===== src/rtl/pic_pkg.sv =====
package pic_pkg;
  typedef enum logic [2:0] {
    SEL_MASK  = 3'd0,
    SEL_NSEOI = 3'd1,
    SEL_SEOI  = 3'd2,
    SEL_MODE  = 3'd3,
    SEL_CFG   = 3'd4
  } wsel_e;

  typedef enum logic [1:0] {
    ACK_IDLE  = 2'd0,
    ACK_WAIT2 = 2'd1,
    ACK_IN2   = 2'd2
  } ack_st_e;
endpackage


===== src/rtl/pic_first_set.sv =====
// Finds the lowest-numbered set bit, which is the highest priority.
module pic_first_set #(
  parameter int N = 8,
  localparam int W = $clog2(N)
) (
  input  logic [N-1:0] vec,
  output logic         hit,
  output logic [W-1:0] idx
);
  always_comb begin
    hit = |vec;
    idx = '0;
    for (int i = N - 1; i >= 0; i--) begin
      if (vec[i]) idx = W'(i);
    end
  end
endmodule


===== src/rtl/pic_req_latch.sv =====
// Latches rising edges of the request lines until each one is acknowledged.
module pic_req_latch #(
  parameter int N = 8
) (
  input  logic         clk,
  input  logic         rst_n,
  input  logic [N-1:0] lines,
  input  logic [N-1:0] clr,
  output logic [N-1:0] irr
);
  logic [N-1:0] prev_q;
  logic [N-1:0] rise;

  assign rise = lines & ~prev_q;

  always_ff @(posedge clk or negedge rst_n) begin
    if (!rst_n) begin
      prev_q <= '0;
      irr    <= '0;
    end else begin
      prev_q <= lines;
      irr    <= (irr & ~clr) | rise;
    end
  end
endmodule


===== src/rtl/pic_ack_seq.sv =====
// Tracks the two-pulse acknowledge and emits one strobe per phase.
module pic_ack_seq (
  input  logic clk,
  input  logic rst_n,
  input  logic inta,
  output logic take1,
  output logic give2,
  output logic done2
);
  import pic_pkg::*;

  ack_st_e st_q;
  logic    inta_q;
  logic    rise;
  logic    fall;

  assign rise  = inta & ~inta_q;
  assign fall  = ~inta & inta_q;
  assign take1 = rise && (st_q == ACK_IDLE);
  assign give2 = rise && (st_q == ACK_WAIT2);
  assign done2 = fall && (st_q == ACK_IN2);

  always_ff @(posedge clk or negedge rst_n) begin
    if (!rst_n) begin
      inta_q <= 1'b0;
      st_q   <= ACK_IDLE;
    end else begin
      inta_q <= inta;
      unique case (st_q)
        ACK_IDLE:  if (take1) st_q <= ACK_WAIT2;
        ACK_WAIT2: if (give2) st_q <= ACK_IN2;
        ACK_IN2:   if (done2) st_q <= ACK_IDLE;
        default:   st_q <= ACK_IDLE;
      endcase
    end
  end
endmodule


===== src/rtl/pic_resolve.sv =====
// Decides whether a pending request may interrupt, and which level wins.
module pic_resolve #(
  parameter int N = 8,
  localparam int W = $clog2(N)
) (
  input  logic [N-1:0] irr_eff,
  input  logic [N-1:0] imr,
  input  logic [N-1:0] isr,
  input  logic         smm,
  output logic         grant,
  output logic [W-1:0] win_lvl
);
  logic [N-1:0] req;
  logic         req_hit;
  logic         isr_hit;
  logic [W-1:0] isr_top;

  assign req = irr_eff & ~imr;

  pic_first_set #(.N(N)) u_req_pick (.vec(req), .hit(req_hit), .idx(win_lvl));
  pic_first_set #(.N(N)) u_isr_pick (.vec(isr), .hit(isr_hit), .idx(isr_top));

  always_comb begin
    if (smm) grant = req_hit;
    else     grant = req_hit && (!isr_hit || (win_lvl < isr_top));
  end
endmodule


===== src/rtl/prio_irq_ctrl.sv =====
module prio_irq_ctrl #(
  parameter int N_IRQ     = 8,
  parameter int VEC_W     = 8,
  parameter int IS_MASTER = 1,
  parameter int CAS_LINE  = 2
) (
  input  logic             clk,
  input  logic             rst_n,
  input  logic [N_IRQ-1:0] irq_in,
  input  logic             slave_req,
  input  logic             wr_en,
  input  logic [2:0]       wr_sel,
  input  logic [VEC_W-1:0] wr_data,
  input  logic             inta,
  output logic             int_out,
  output logic             vec_valid,
  output logic [VEC_W-1:0] vec_data,
  output logic [N_IRQ-1:0] isr_o
);
  import pic_pkg::*;

  localparam int LVL_W  = $clog2(N_IRQ);
  localparam int BASE_W = VEC_W - LVL_W;
  localparam bit IS_M   = (IS_MASTER != 0);
  localparam logic [N_IRQ-1:0] CAS_BIT = N_IRQ'(1) << CAS_LINE;

  logic [N_IRQ-1:0]  irr;
  logic [N_IRQ-1:0]  irr_eff;
  logic [N_IRQ-1:0]  cas_vec;
  logic [N_IRQ-1:0]  isr_q;
  logic [N_IRQ-1:0]  imr_q;
  logic              smm_q;
  logic              aeoi_q;
  logic [BASE_W-1:0] base_q;
  logic [LVL_W-1:0]  ack_lvl_q;
  logic              vec_valid_q;
  logic [VEC_W-1:0]  vec_q;

  logic              grant;
  logic [LVL_W-1:0]  win_lvl;
  logic              take1, give2, done2;
  logic              ack_evt;
  logic              aeoi_eff;
  logic [N_IRQ-1:0]  eoi_src;
  logic              eoi_hit;
  logic [LVL_W-1:0]  eoi_lvl;
  logic              do_nseoi, do_seoi;
  logic [N_IRQ-1:0]  isr_set, isr_clr;
  logic              wr_mask, wr_mode, wr_cfg;

  // Cascade input: only a master sees the slave's level request.
  assign cas_vec  = (IS_M && slave_req) ? CAS_BIT : '0;
  assign irr_eff  = irr | cas_vec;
  assign aeoi_eff = IS_M && aeoi_q;

  pic_req_latch #(.N(N_IRQ)) u_latch (
    .clk(clk), .rst_n(rst_n), .lines(irq_in), .clr(isr_set), .irr(irr)
  );

  pic_resolve #(.N(N_IRQ)) u_resolve (
    .irr_eff(irr_eff), .imr(imr_q), .isr(isr_q), .smm(smm_q),
    .grant(grant), .win_lvl(win_lvl)
  );

  pic_ack_seq u_ack (
    .clk(clk), .rst_n(rst_n), .inta(inta),
    .take1(take1), .give2(give2), .done2(done2)
  );

  assign ack_evt = take1 | give2 | done2;

  // Non-specific EOI target: special mask mode hides masked in-service bits.
  assign eoi_src = smm_q ? (isr_q & ~imr_q) : isr_q;
  pic_first_set #(.N(N_IRQ)) u_eoi_pick (.vec(eoi_src), .hit(eoi_hit), .idx(eoi_lvl));

  assign wr_mask  = wr_en && (wr_sel == SEL_MASK);
  assign wr_mode  = wr_en && (wr_sel == SEL_MODE);
  assign wr_cfg   = wr_en && (wr_sel == SEL_CFG);
  assign do_seoi  = wr_en && (wr_sel == SEL_SEOI);
  assign do_nseoi = (wr_en && (wr_sel == SEL_NSEOI)) || (done2 && aeoi_eff);

  always_comb begin
    isr_clr = '0;
    if (do_nseoi && eoi_hit) isr_clr = isr_clr | (N_IRQ'(1) << eoi_lvl);
    if (do_seoi)             isr_clr = isr_clr | (N_IRQ'(1) << wr_data[LVL_W-1:0]);
    isr_set = (take1 && grant) ? (N_IRQ'(1) << win_lvl) : '0;
  end

  always_ff @(posedge clk or negedge rst_n) begin
    if (!rst_n) begin
      isr_q     <= '0;
      imr_q     <= '0;
      smm_q     <= 1'b0;
      aeoi_q    <= 1'b0;
      base_q    <= '0;
      ack_lvl_q <= '0;
    end else begin
      isr_q <= (isr_q & ~isr_clr) | isr_set;
      if (wr_mask) imr_q <= wr_data[N_IRQ-1:0];
      if (wr_mode && wr_data[1]) smm_q <= wr_data[0];
      if (wr_cfg) begin
        base_q <= wr_data[VEC_W-1:LVL_W];
        aeoi_q <= wr_data[0];
      end
      if (take1) ack_lvl_q <= grant ? win_lvl : '1;
    end
  end

  always_ff @(posedge clk or negedge rst_n) begin
    if (!rst_n) begin
      vec_valid_q <= 1'b0;
      vec_q       <= '0;
    end else begin
      vec_valid_q <= give2;
      if (give2) vec_q <= {base_q, ack_lvl_q};
    end
  end

  assign int_out   = grant;
  assign vec_valid = vec_valid_q;
  assign vec_data  = vec_q;
  assign isr_o     = isr_q;
endmodule


===== config.mk =====
export PLATFORM = sky130hd
export DESIGN_NAME = prio_irq_ctrl
export DESIGN_NICKNAME = d
export VERILOG_FILES = /design/src/rtl/pic_pkg.sv /design/src/rtl/pic_first_set.sv /design/src/rtl/pic_req_latch.sv /design/src/rtl/pic_ack_seq.sv /design/src/rtl/pic_resolve.sv /design/src/rtl/prio_irq_ctrl.sv
export SDC_FILE = /design/constraint.sdc
export NUM_CORES = 1
export LEC_CHECK = 0
export CORE_MARGIN = 1
export CORE_UTILIZATION = 57
export CTS_BUF_LIST = sky130_fd_sc_hd__clkbuf_4 sky130_fd_sc_hd__clkbuf_8 sky130_fd_sc_hd__clkbuf_16
export CTS_CLUSTER_DIAMETER = 100
export DETAILED_ROUTE_END_ITERATION = 6
export PLACE_DENSITY = 0.85
export SYNTH_ARGS = -nofsm -noshare
export SYNTH_HDL_FRONTEND = slang
export SYNTH_SLANG_ARGS = --single-unit

===== constraint.sdc =====
create_clock -name clk -period 7.4 [get_ports clk]
set_input_delay 0.74 -clock clk [delete_from_list [all_inputs] [get_ports clk]]
set_output_delay 0.74 -clock clk [all_outputs]
set_load 0.05 [all_outputs]

==> results.ini <==
[run_status]
run_status = complete, but fails checks
violations = design-rule violations

[cells_and_area]
post-route-util_pct = 73.3
area_delta_synth_final_pct = 21.7
nFillCells = 352
nets = 316
multiInputGateArea_sq_um = 1300
ff_latch_area_sq_um = 1350
design_area_sq_um = 3260
diodes = 0
drive_above_1_share_pct = 16.2

[critical_path]
slowest_delay_ns = 0.86
timing.rr.end = u_latch.irr[7]
crit_top_cell = clkdlybuf4s50_1
critPathBufInv = 2
r2r-start = u_latch.irr[0]
crit_path_max_fanout = 11
r2r_slack_ns = 4.19
cp.required_ns = 6.66
path_delay_family = simple AND/OR/NAND/NOR gates
crit_path_top_delay_cell = clkdlybuf4s50_1
worst_setup_path_end_kind = output pin
worst-setup-path-type = input pin to output pin
path_cells = clkdlybuf4s50_1, o21ba_2, nor4_1, nor2b_1, ha_1, and2_2, a31oi_1, clkdlybuf4s50_1
reg2reg_depth = 7
timing.critical_path.from = slave_req
critPathArrivalTime_ns = 4.26
cp-start-kind = input pin

[worst_hold_path]
min_from = vec_data[0]
holdPathEnd = vec_data[0]
hold_path.class = flip-flop to flip-flop
whs_path_depth = 1

[global_routing]
grt_pass1_vias = 2048
grt_pass1_wl_microns = 10100
grt-ovfl-total = 0
antenna_found_initial = 0
grtUsageTotal_pct = 26.4
grt_max_degree = 55

[clock_network]
cts-resized-gates = 0
clkTransAtPathRegs_ns = 0.09
cts.sinks = 54
post_cts_buffers = 0
clk_path_buf_depth = 2
cts_tree = built
insertion_delay_ns = 0.31
cts_hold_buf = 0
cts_buffers = 5
cts-htree-levels = 2
cts_root_buf = clkbuf_8

[power_and_ir_drop]
combPwrFrac_pct = 46.4
power.density_nw_per_um2 = 370
p_seq_share_pct = 37.0
clkPwrFrac_pct = 16.6
power.total_mw = 1.21
internal_power_mw = 0.691
leakage_nw = 1.29
peakVddDrop_uv = 246
swShare_pct = 42.7
p_sw_mw = 0.515

[detailed_routing]
routed_via_density = 6.13
ant_nets = 0
drt-initial-drc-count = 227
wl_per_cell_microns = 17.5
route.detailed.drc = 4
drtPass1Iterations = 7
finalWirelength_microns = 6010
dr_total_vias = 2102

[timing]
min_period_over_period_pct = 67.6
fin_crit_ns = 5.00
fin_worst_skew_ns = 0.00771
worst_slew_pin_slew_ns = 0.851
hold_ws_ns = 0.512
rsz0062_at_grt = no
finalSetupViolCount = 0
fmax_mhz = 200
final_hold_viol_count = 0
slew_headroom_pct = 42.9
final.setup.tns_ns = 0
drv_slew = 0

[die]
die_width_microns = 70.5
rows = 24
core_sq_um = 4440
pin_count = 42
die_h_microns = 70.5
dieArea_sq_um = 4980
initial_core_util_pct = 60.2

[placement]
routabilityCongestion = 0.893
io_buffers = 41
post-dp-hpwl_microns = 4430
postPlaceCellArea_sq_um = 3150

[logic_synthesis]
synth-seq-cells = 54
yosysTopAreaCell = dfrtp_1
yosysTopAreaCellShare_pct = 50.5
synth_common_cells = dfrtp_1 (54), mux2_2 (23), nor2_1 (18), nor2b_1 (15), nand2_1 (14)
synth_ff_type = dfrtp_1
synth.avg_cell_area_sq_um = 11.0
synth_most_common_cell = dfrtp_1
ys_seq_area_share_pct = 50.5
ys_types = 53
netlist_area_sq_um = 2680
yosys_warnings = 0
synth_edf_count = 0
synthTopCellsByArea = dfrtp_1 (50%), mux2_2 (9.7%), nor2b_1 (3.5%), nand2b_1 (2.6%), nor2_1 (2.5%)
netlist_instances = 244
synthArstFlopShare_pct = 100
syn_nets = 269

[run]
timing.max_cap.violations = 0

worst reg2reg max path: cells and delay by family (launching register included):
kind	cells	cell delay, ns
compound gates	2	0.59
fa+ha+maj	1	0.37
flops	1	0.41
simple gates	4	1.67
cells by family after synthesis:
| logic type | synth area share (%) |
|---|---|
| AOI/OAI and AO/OA | 18.6 |
| xor gates and xnor gates | 0.327 |
| adders and majority gates | 0.467 |
| buffers and inverters | 1.07 |
| DFF | 50.5 |
| muxes | 9.67 |
| and+or+nand+nor | 19.3 |
through the flow:
| step | cells | worst slack (ns) |
|---|---|---|
| after detailed placement | 336 | 2.43 |
| after floorplan | 244 | 3.70 |
| after CTS | 343 | 2.41 |
| after global placement | 336 | 2.54 |
| final | 343 | 2.40 |
| after global routing | 343 | 2.22 |
layer usage:
| metal | vias up | GRT usage (%) | part of all wire, % |
|---|---|---|---|
| met5 | - | 0 | 0 |
| met4 | 0 | 9.56 | 2.0 |
| met3 | 10 | 4.42 | 4.4 |
| met2 | 58 | 40.2 | 47 |
| met1 | 1032 | 38.8 | 47 |
| li1 | 1002 | - | - |
power groups by stage:
stage               Clock (mW)  Sequential [mW]  Combinational, mW
floorplan                    0            0.556              0.270
global placement             0            0.446              0.548
detailed placement           0            0.450              0.555
CTS                      0.204            0.445              0.560
global route             0.215            0.457              0.596
finish                   0.201            0.446              0.560
state kept, by name, summed over array words and instances, names as in the netlist:
| register | flops |
|---|---|
| isr_o | 8 |
| aeoi_eff | 1 |
| imr_q | 8 |
| base_q | 5 |
| smm_q | 1 |
| vec_valid | 1 |
| u_latch.irr | 8 |
| u_latch.prev_q | 8 |
| ack_lvl_q | 3 |
| u_ack.inta_q | 1 |
| u_ack.st_q | 2 |
| vec_data | 8 |
worst max path at each step:
stage          slack (ns)  cells past startpoint      end
4_1_cts              2.41                      8  int_out
3_5_place_dp         2.43                      8  int_out
6_report             2.40                      8  int_out
5_1_grt              2.22                      8  int_out
2_1_floorplan        3.70                      7  int_out
3_3_place_gp         2.54                      8  int_out
cell type report:
cell class	count	area share [%]
multi-input cells	183	39.8
inverters	5	0.576
well taps	52	2.00
repair buffers	42	12.7
clock buffers	6	2.53
flip-flops and latches	54	41.5
clock inverters	1	0.922
cell usage in the layout, fill, tap and decap left out, drive strengths merged, types with 2 or more instances in the layout:
master and n:
mux2 23, nor4bb 2, a41oi 2, inv 5, and3 2, or2b 2
a31o 4, nor2 18, a31oi 8, nor3b 3, nand4 2, o2bb2ai 3
nand2b 11, a21o 4, buf 2, clkbuf 6, nor2b 15, dfrtp 54
o21ai 7, nor4 4, or3 3, clkdlybuf4s50 40, nor3 10, and2 2
nand2 14, a211oi 3, a21oi 14, a21boi 6, o21bai 2
(Power assumes the default switching activity.)
